$ cat src/rtl/clkstop_pkg.sv
package clkstop_pkg;

  typedef enum logic [1:0] {
    GRP_CPU  = 2'd0,
    GRP_PCI  = 2'd1,
    GRP_FREE = 2'd2
  } lane_grp_e;

  // Lanes are laid out CPU first, then PCI, then free-running.
  function automatic lane_grp_e grp_of(input int idx, input int n_cpu, input int n_pci);
    if (idx < n_cpu) begin
      return GRP_CPU;
    end else if (idx < n_cpu + n_pci) begin
      return GRP_PCI;
    end
    return GRP_FREE;
  endfunction

endpackage

$ cat src/rtl/clkstop_rst_sync.sv
module clkstop_rst_sync #(
  parameter int STAGES = 2
) (
  input  logic clk_src,
  input  logic rst_n,
  output logic rst_q
);

  logic [STAGES-1:0] chain_d;
  logic [STAGES-1:0] chain_q;

  always_comb begin
    chain_d = {chain_q[STAGES-2:0], 1'b1};
  end

  always_ff @(posedge clk_src or negedge rst_n) begin
    if (!rst_n) begin
      chain_q <= '0;
    end else begin
      chain_q <= chain_d;
    end
  end

  assign rst_q = chain_q[STAGES-1];

endmodule

$ cat src/rtl/clkstop_sync.sv
module clkstop_sync #(
  parameter int         WIDTH   = 4,
  parameter int         STAGES  = 2,
  parameter logic [WIDTH-1:0] RST_VAL = '0
) (
  input  logic             clk_src,
  input  logic             rst_n,
  input  logic [WIDTH-1:0] async_i,
  output logic [WIDTH-1:0] sync_o
);

  logic [WIDTH-1:0] stg_d [STAGES];
  logic [WIDTH-1:0] stg_q [STAGES];

  always_comb begin
    stg_d[0] = async_i;
    for (int s = 1; s < STAGES; s++) begin
      stg_d[s] = stg_q[s-1];
    end
  end

  always_ff @(posedge clk_src or negedge rst_n) begin
    if (!rst_n) begin
      for (int s = 0; s < STAGES; s++) begin
        stg_q[s] <= RST_VAL;
      end
    end else begin
      for (int s = 0; s < STAGES; s++) begin
        stg_q[s] <= stg_d[s];
      end
    end
  end

  assign sync_o = stg_q[STAGES-1];

endmodule

$ cat src/rtl/clkstop_lane.sv
module clkstop_lane (
  input  logic clk_src,
  input  logic rst_n,
  input  logic run_i,
  input  logic hiz_i,
  output logic clk_o,
  output logic oe_o,
  output logic gate_o
);

  logic gate_d;
  logic gate_q;
  logic oe_d;
  logic oe_q;
  logic upd_en;

  // Gate and enable move only on the falling edge, i.e. while the source is low.
  always_comb begin
    upd_en = (gate_q != run_i) || (oe_q == hiz_i);
    gate_d = upd_en ? run_i : gate_q;
    oe_d   = upd_en ? ~hiz_i : oe_q;
  end

  always_ff @(negedge clk_src or negedge rst_n) begin
    if (!rst_n) begin
      gate_q <= 1'b0;
      oe_q   <= 1'b0;
    end else begin
      gate_q <= gate_d;
      oe_q   <= oe_d;
    end
  end

  assign clk_o  = clk_src & gate_q;
  assign oe_o   = oe_q;
  assign gate_o = gate_q;

endmodule

$ cat src/rtl/clkstop_gate.sv
module clkstop_gate
  import clkstop_pkg::*;
#(
  parameter int N_CPU       = 2,
  parameter int N_PCI       = 3,
  parameter int N_FREE      = 1,
  parameter int SYNC_STAGES = 2
) (
  input  logic                               clk_src,
  input  logic                               rst_n,
  input  logic                               cpu_stop_n,
  input  logic                               pci_stop_n,
  input  logic [N_CPU+N_PCI+N_FREE-1:0]      out_en,
  input  logic                               hiz_mode,
  output logic [N_CPU+N_PCI+N_FREE-1:0]      clk_out,
  output logic [N_CPU+N_PCI+N_FREE-1:0]      clk_oe
);

  localparam int N_OUT  = N_CPU + N_PCI + N_FREE;
  localparam int SYNC_W = N_OUT + 3;
  localparam int B_CPU  = N_OUT;
  localparam int B_PCI  = N_OUT + 1;
  localparam int B_HIZ  = N_OUT + 2;
  localparam logic [SYNC_W-1:0] SYNC_RST = {1'b1, 1'b0, 1'b0, {N_OUT{1'b0}}};

  logic              rst_q;
  logic [SYNC_W-1:0] req_raw;
  logic [SYNC_W-1:0] req_s;
  logic [N_OUT-1:0]  en_s;
  logic              cpu_run_s;
  logic              pci_run_s;
  logic              hiz_s;
  logic [N_OUT-1:0]  lane_run;
  logic [N_OUT-1:0]  gate_vec;

  clkstop_rst_sync #(.STAGES(SYNC_STAGES)) u_rst (
    .clk_src (clk_src),
    .rst_n   (rst_n),
    .rst_q   (rst_q)
  );

  assign req_raw = {hiz_mode, pci_stop_n, cpu_stop_n, out_en};

  clkstop_sync #(
    .WIDTH   (SYNC_W),
    .STAGES  (SYNC_STAGES),
    .RST_VAL (SYNC_RST)
  ) u_sync (
    .clk_src (clk_src),
    .rst_n   (rst_q),
    .async_i (req_raw),
    .sync_o  (req_s)
  );

  assign en_s      = req_s[N_OUT-1:0];
  assign cpu_run_s = req_s[B_CPU];
  assign pci_run_s = req_s[B_PCI];
  assign hiz_s     = req_s[B_HIZ];

  for (genvar i = 0; i < N_OUT; i++) begin : g_lane
    localparam lane_grp_e GRP = grp_of(i, N_CPU, N_PCI);
    if (GRP == GRP_CPU) begin : g_cpu
      assign lane_run[i] = cpu_run_s & en_s[i];
    end else if (GRP == GRP_PCI) begin : g_pci
      assign lane_run[i] = pci_run_s & en_s[i];
    end else begin : g_free
      assign lane_run[i] = en_s[i];
    end

    clkstop_lane u_lane (
      .clk_src (clk_src),
      .rst_n   (rst_q),
      .run_i   (lane_run[i]),
      .hiz_i   (hiz_s),
      .clk_o   (clk_out[i]),
      .oe_o    (clk_oe[i]),
      .gate_o  (gate_vec[i])
    );
  end

endmodule

$ cat config.mk
export PLATFORM = sky130hd
export DESIGN_NAME = clkstop_gate
export DESIGN_NICKNAME = d
export VERILOG_FILES = /design/src/rtl/clkstop_pkg.sv /design/src/rtl/clkstop_rst_sync.sv /design/src/rtl/clkstop_sync.sv /design/src/rtl/clkstop_lane.sv /design/src/rtl/clkstop_gate.sv
export SDC_FILE = /design/constraint.sdc
export NUM_CORES = 1
export LEC_CHECK = 0
export BUFFER_PORTS_ARGS = -buffer_cell sky130_fd_sc_hd__buf_2
export CAP_MARGIN = 20
export CORE_ASPECT_RATIO = 1.2
export CORE_MARGIN = 10
export CORE_UTILIZATION = 35
export CTS_BUF_LIST = sky130_fd_sc_hd__clkbuf_8
export CTS_CLUSTER_SIZE = 8
export DETAILED_ROUTE_END_ITERATION = 16
export PLACE_DENSITY = 0.56
export SYNTH_ARGS = -nofsm -noshare
export SYNTH_HDL_FRONTEND = slang
export SYNTH_SLANG_ARGS = --single-unit
$ cat constraint.sdc
create_clock -name clk_src -period 1.1 [get_ports clk_src]
set_clock_uncertainty 0.15 [all_clocks]
set_input_delay 0.055 -clock clk_src [delete_from_list [all_inputs] [get_ports clk_src]]
set_output_delay 0.055 -clock clk_src [all_outputs]
set_load 0.01 [all_outputs]
Yosys cells after proc, flatten, opt, wreduce, memory -nomap -nowiden:

Cells that the tools add are included.

* bitwise logic cells: 12
* reduce and logical (&&, ||, !) cells: 6
* equality and inequality tests: 12

Operators by type and width (count)
* 1-bit bitwise AND: 11
* 1-bit equality test: 6
* 1-bit logical OR: 6
* 1-bit inequality test: 6
* 1-bit inverter: 1

* word-level logic and storage cells: 45
* output and inout bits: 12
* register bits: 32
* input bits: 11

Depth between registers and ports, before layout:

Gate-level depths: netlist of the first run.

* word-level depth: 3
* mapped depth: 2
* depth with buffers taken out: 1

By module:

From an unflattened synthesis of the first run, not the netlist that was laid out.

* cell total of the unflattened synthesis: 56
* area, all modules: 920.9 µm²

Modules (own cells, without submodules)
* clkstop_sync: cells each 18, times used 1, sequential area each 452.9 µm², area each 452.9 µm²
* clkstop_lane: cells each 5, times used 6, sequential area each 50.0 µm², area each 63.8 µm²
* clkstop_rst_sync: cells each 3, times used 1, sequential area each 50.0 µm², area each 53.8 µm²
* clkstop_gate: cells each 5, times used 1, sequential area each 0.0 µm², area each 31.3 µm²

==> results of run 1 <==
## cell usage in the layout (no fill, tap or decap)
cell	n
and2_1	10
and2_4	1
buf_2	21
buf_4	1
buf_6	1
buf_8	1
bufinv_16	1
clkbuf_8	8
clkinv_2	1
conb_1	1
dfrtn_1	12
dfrtp_1	17
dfrtp_4	1
dfstp_2	2
dlygate4sd3_1	11
inv_1	5
inv_2	3
## power groups by stage
stage / combinational, mW / clock (mW) / sequential [mW]
floorplan: 0.0329 / 0.192 / 1.29
global placement: 0.0583 / 0.150 / 1.29
detailed placement: 0.0594 / 0.150 / 1.29
CTS: 0.0890 / 1.69 / 1.27
global route: 0.102 / 1.80 / 1.28
finish: 0.0909 / 1.64 / 1.27
## state kept, by name (all words and copies together) (netlist names)
name,cells
u_rst.chain_q,2
g_lane.u_lane.gate_o,6
g_lane.u_lane.oe_o,6
u_sync.sync_o,9
u_sync.stg_d,9
## per-stage QoR
stage | instance area (um^2) | util | worst slack, ns | std cells
2_1_floorplan | 996 | - | -0.330 | 63
6_report | 1350 | 0.489 | -0.667 | 131
4_1_cts | 1340 | 0.485 | -0.694 | 131
5_1_grt | 1350 | 0.489 | -0.726 | 131
3_3_place_gp | 1060 | 0.385 | -0.342 | 107
3_5_place_dp | 1060 | 0.385 | -0.357 | 107
## final timing paths
check                                               startpoint                                 to  slack [ns]  depth (start not counted)
max reg2reg                         u_sync.sync_o[8]$_DFF_PN1_  g_lane[2].u_lane.oe_o$_DFFE_NN0P_       -0.37                          1
min reg2reg                         u_rst.chain_q[1]$_DFF_PN0_         u_sync.sync_o[5]$_DFF_PN0_        0.02                          0
max                        g_lane[3].u_lane.gate_o$_DFFE_NN0P_                         clk_out[3]       -0.67                          2
min in group clk_src                                  hiz_mode          u_sync.stg_d[8]$_DFF_PN1_        0.17                          2
min                                 u_rst.chain_q[1]$_DFF_PN0_         u_sync.sync_o[5]$_DFF_PN0_        0.02                          0
max in group asynchronous           u_rst.chain_q[1]$_DFF_PN0_  g_lane[2].u_lane.oe_o$_DFFE_NN0P_        0.15                          0
## layout make-up
type / count / area share
Sequential cell: 32 / 0.598
Timing Repair Buffer: 28 / 0.151
Clock buffer: 15 / 0.115
Multi-Input combinational cell: 12 / 0.0557
Clock inverter: 4 / 0.0315
Tap cell: 34 / 0.0315
Inverter: 6 / 0.0167
## metal layers
metal / vias up / wire, um / track usage
li1: 233 / - / -
met1: 239 / 353 / 0.0352
met2: 21 / 652 / 0.0776
met3: 5 / 232 / 0.0824
met4: 0 / 53 / 0.0927
met5: - / 0 / 0
## repair_timing
action	4_1_cts	5_1_grt
pin swaps	5	1
hold buffers	11	0
endpoints found under the setup margin	30	30
setup buffers	0	0
hold endpoints to repair	11	0
resized for setup	2	4
## logic make-up (layout without fill, tap and decap cells)
logic type	Yosys count	after routing	share of synthesized area
other cells	1	1	0.00378
flops	32	32	0.810
simple gates	11	11	0.0694
buf+inv	19	53	0.117
==> metrics.txt, run 1 <==
initial antenna violation count=0; global-route wire length before repair=2.22 mm; crit end category=output port; Syn Area/Cell=15.7 um^2; Multi-input gate area=75.1 um^2; layout cells sized above 1=0.423; drt first-iter violations=16; IO Port Bufs=22; Storage cell area=807 um^2; CP Cell Sequence=and2_1 -> buf_2; total track usage=0.0647; Async SR Flop Fraction=1.00; maxcap violations=0; delay of the slowest critical-path stage=0.38 ns; DR pass1 iterations=3; Post-synth EDFFs=0; Arrival @ worst endpoint=1.56 ns; CORE AREA=2760 um^2; Initial Utilization=0.360; hold crit path type=reg -> async; Peak VDD IR=0.00240 V; Post-Synthesis Cells=63; unrepaired setup endpoints after global routing=yes; worst path buffer plus inverter count=1; Synth area leader=dfrtp_1; Fillers=253; full die area=5370 um^2; Clock transition at path regs=0.06 ns; Synth top area share=0.454; DIE HEIGHT=78.3 um; part of the power in registers=0.424; synth top area cells=dfrtp_1 (45%), dfrtn_1 (30%), buf_4 (9.1%); Die W=68.6 um; CTS tree=built; clock share of power=0.546; Area Overhead vs Synth=35.9%; Comb power frac=0.030; GRT overflow=0; Remaining DRCs=0; sw frac=0.206; cell leakage power=0.680 nW; row cnt=21; Avg WL per Cell=9.85 um; post-synthesis cell area=992 um^2; Vias/cell=3.80; Critical Path RT=0.89 ns; largest net degree at the start of global routing=17; Max Slew Vio Count=0; final hold slack=0.0240 ns; Ports=23; via count=498; Routed WL=1.29 mm; Pwr per Cell Area=2220 nW/um^2; GPL Wtd Cong=0.579; Main synth FF type=dfrtp_1; Crit Path Max Fanout=1; cell internal pwr=2.38 mW; status=finished, violations left; Antenna diodes=0; register bit total from synthesis=32; total chip power=3.00 mW; ANT nets after route=0; setup violators final=30; Worst Slack Setup Final=-0.667 ns; Net Switching=617 uW; Seq/Total Area, Yosys=0.810; Top Family by Delay on Critical Path=flip-flops; final hold violations=0; detailed placement HPWL=829 um; synth cell count leaders=dfrtp_1 (18), buf_4 (12), dfrtn_1 (12), and2_1 (11), inv_1 (6); library cells used by synthesis=8; vias in the first global route=626; yosys warns=0; CP Launch Type=register; Layout Nets=106; Worst path slowest cell=dfrtn_1; failing checks=negative setup slack; count leader, synth=dfrtp_1; syn nets=74; CP Class=reg -> out; insertion delay to the later sink of the worst-skew pair=0.37 ns; final setup TNS=-10.66 ns
(Power assumes the default switching activity.)
==> run 2: changes to the inputs <==
--- a/config.mk
+++ b/config.mk
@@ -5,10 +5,10 @@
 export SDC_FILE = /design/constraint.sdc
 export NUM_CORES = 1
 export LEC_CHECK = 0
+export ABC_CLOCK_PERIOD_IN_PS = 1100
 export BUFFER_PORTS_ARGS = -buffer_cell sky130_fd_sc_hd__buf_2
 export CAP_MARGIN = 20
 export CORE_ASPECT_RATIO = 1.2
-export CORE_MARGIN = 10
 export CORE_UTILIZATION = 35
 export CTS_BUF_LIST = sky130_fd_sc_hd__clkbuf_8
 export CTS_CLUSTER_SIZE = 8
==> metrics.txt, run 2 (synthesis gave the netlist of run 1 again) <==
Initial Utilization=0.381 (was 0.360); Area Overhead vs Synth=33.8% (was 35.9%); unrepaired setup endpoints after global routing=yes (unchanged); row cnt=20 (was 21); Vias/cell=3.51 (was 3.80); total chip power=2.80 mW (was 3.00 mW); Antenna diodes=0 (unchanged); Ports=23 (unchanged); Crit Path Max Fanout=1 (unchanged); status=finished, violations left (unchanged); Fillers=229 (was 253); detailed placement HPWL=640 um (was 829 um); Max Slew Vio Count=0 (unchanged); CP Class=reg -> out (unchanged); Peak VDD IR=0.00137 V (was 0.00240 V); DR pass1 iterations=2 (was 3); hold crit path type=in -> reg (was reg -> async); CORE AREA=2600 um^2 (was 2760 um^2); commonest cells after routing, fill and taps aside=buf_2 (22), dfrtp_1 (17), dfrtn_1 (12) (was buf_2 (21), dfrtp_1 (17), dfrtn_1 (12)); Pwr per Cell Area=2110 nW/um^2 (was 2220 nW/um^2); layout cells sized above 1=0.439 (was 0.423); Arrival @ worst endpoint=1.58 ns (was 1.56 ns); post-route cell area=1330 um^2 (was 1350 um^2); crit end category=output port (unchanged); Remaining DRCs=0 (unchanged); global-route wire length before repair=1.84 mm (was 2.22 mm); CP Launch Type=register (unchanged); Avg WL per Cell=8.74 um (was 9.85 um); ANT nets after route=0 (unchanged); Critical Path RT=0.89 ns (about the same); drt first-iter violations=5 (was 16); maxcap violations=0 (unchanged); failing checks=negative setup slack (unchanged); initial antenna violation count=0 (unchanged); largest net degree at the start of global routing=17 (unchanged); IO Port Bufs=22 (unchanged); total track usage=0.104 (was 0.0647); Layout Nets=107 (was 106); Worst Slack Setup Final=-0.684 ns (was -0.667 ns); vias in the first global route=476 (was 626); GRT overflow=0 (unchanged); insertion delay to the later sink of the worst-skew pair=0.38 ns (was 0.37 ns); CTS tree=built (unchanged); Routed WL=1.15 mm (was 1.29 mm); full die area=3050 um^2 (was 5370 um^2); placed standard-cell area=1070 um^2 (was 1060 um^2); final hold violations=0 (unchanged); Clock transition at path regs=0.06 ns (about the same); cell leakage power=0.672 nW (was 0.680 nW); Die W=50.6 um (was 68.6 um); setup violators final=30 (unchanged); commonest non-fill, non-tap cell in the layout=buf_2 (unchanged); via count=460 (was 498); GPL Wtd Cong=0.587 (was 0.579); DIE HEIGHT=60.3 um (was 78.3 um)
## run 2: timing repair
action | 4_1_cts | 5_1_grt
setup endpoints to repair | 30 | 30
pin swaps | 5 | 0
setup buffers | 0 | 0
hold buffers | 11 | 0
hold endpoints to repair | 11 | 0
gates resized for setup | 5 | 1
## run 2: final timing paths
check | startpoint | end | slack (ns) | cells after the start
min in group asynchronous | u_rst.chain_q[1]$_DFF_PN0_ | u_sync.stg_d[8]$_DFF_PN1_ | 0.25 | 0
worst max register to register | u_sync.sync_o[8]$_DFF_PN1_ | g_lane[5].u_lane.oe_o$_DFFE_NN0P_ | -0.38 | 1
worst min-delay path | cpu_stop_n | u_sync.stg_d[6]$_DFF_PN0_ | 0.15 | 2
worst min register to register | u_sync.stg_d[5]$_DFF_PN0_ | u_sync.sync_o[5]$_DFF_PN0_ | 0.20 | 0
max in group asynchronous | u_rst.chain_q[1]$_DFF_PN0_ | g_lane[2].u_lane.gate_o$_DFFE_NN0P_ | 0.14 | 0
worst max-delay path | g_lane[5].u_lane.gate_o$_DFFE_NN0P_ | clk_out[5] | -0.68 | 2
## run 2: area by class of cell
cell class	count	area, um^2	share of cell area
clock buffer	16	168	0.126
multi-input combinational	12	72.6	0.0547
timing repair buffer	29	205	0.155
inverter	6	22.5	0.0170
sequential	32	807	0.608
tap	33	41.3	0.0311
clock inverter	3	11.3	0.00848
## run 2: metal layers
metal	wire length, um	GRT usage
met1	451	0.0767
met2	522	0.116
met3	130	0.107
met4	41	0.167
met5	0	0
## run 2: report_power, final
| group | switching, mW | internal [mW] | total [mW] |
|---|---|---|---|
| registers | 0.0257 | 1.25 | 1.27 |
| clock network | 0.546 | 0.889 | 1.43 |
| logic | 0.0340 | 0.0562 | 0.0902 |
| total | 0.605 | 2.19 | 2.80 |
## run 2: through the flow
| stage | setup WS [ns] | utilization | setup TNS (ns) | cells | hold WS [ns] |
|---|---|---|---|---|---|
| after detailed placement | -0.355 | 0.411 | -5.60 | 107 | -0.305 |
| after global routing | -0.726 | 0.510 | -11.49 | 131 | 0.148 |
| after floorplan | -0.330 | - | -5.37 | 63 | -0.391 |
| after CTS | -0.692 | 0.510 | -10.86 | 131 | 0.143 |
| final | -0.684 | 0.510 | -10.63 | 131 | 0.154 |
| after global placement | -0.341 | 0.411 | -5.53 | 107 | -0.310 |
## run 2: worst max-delay path: stages, from the launching register on
cell,delay [ns]
dfrtn_1,0.38
and2_1,0.12
buf_2,0.12
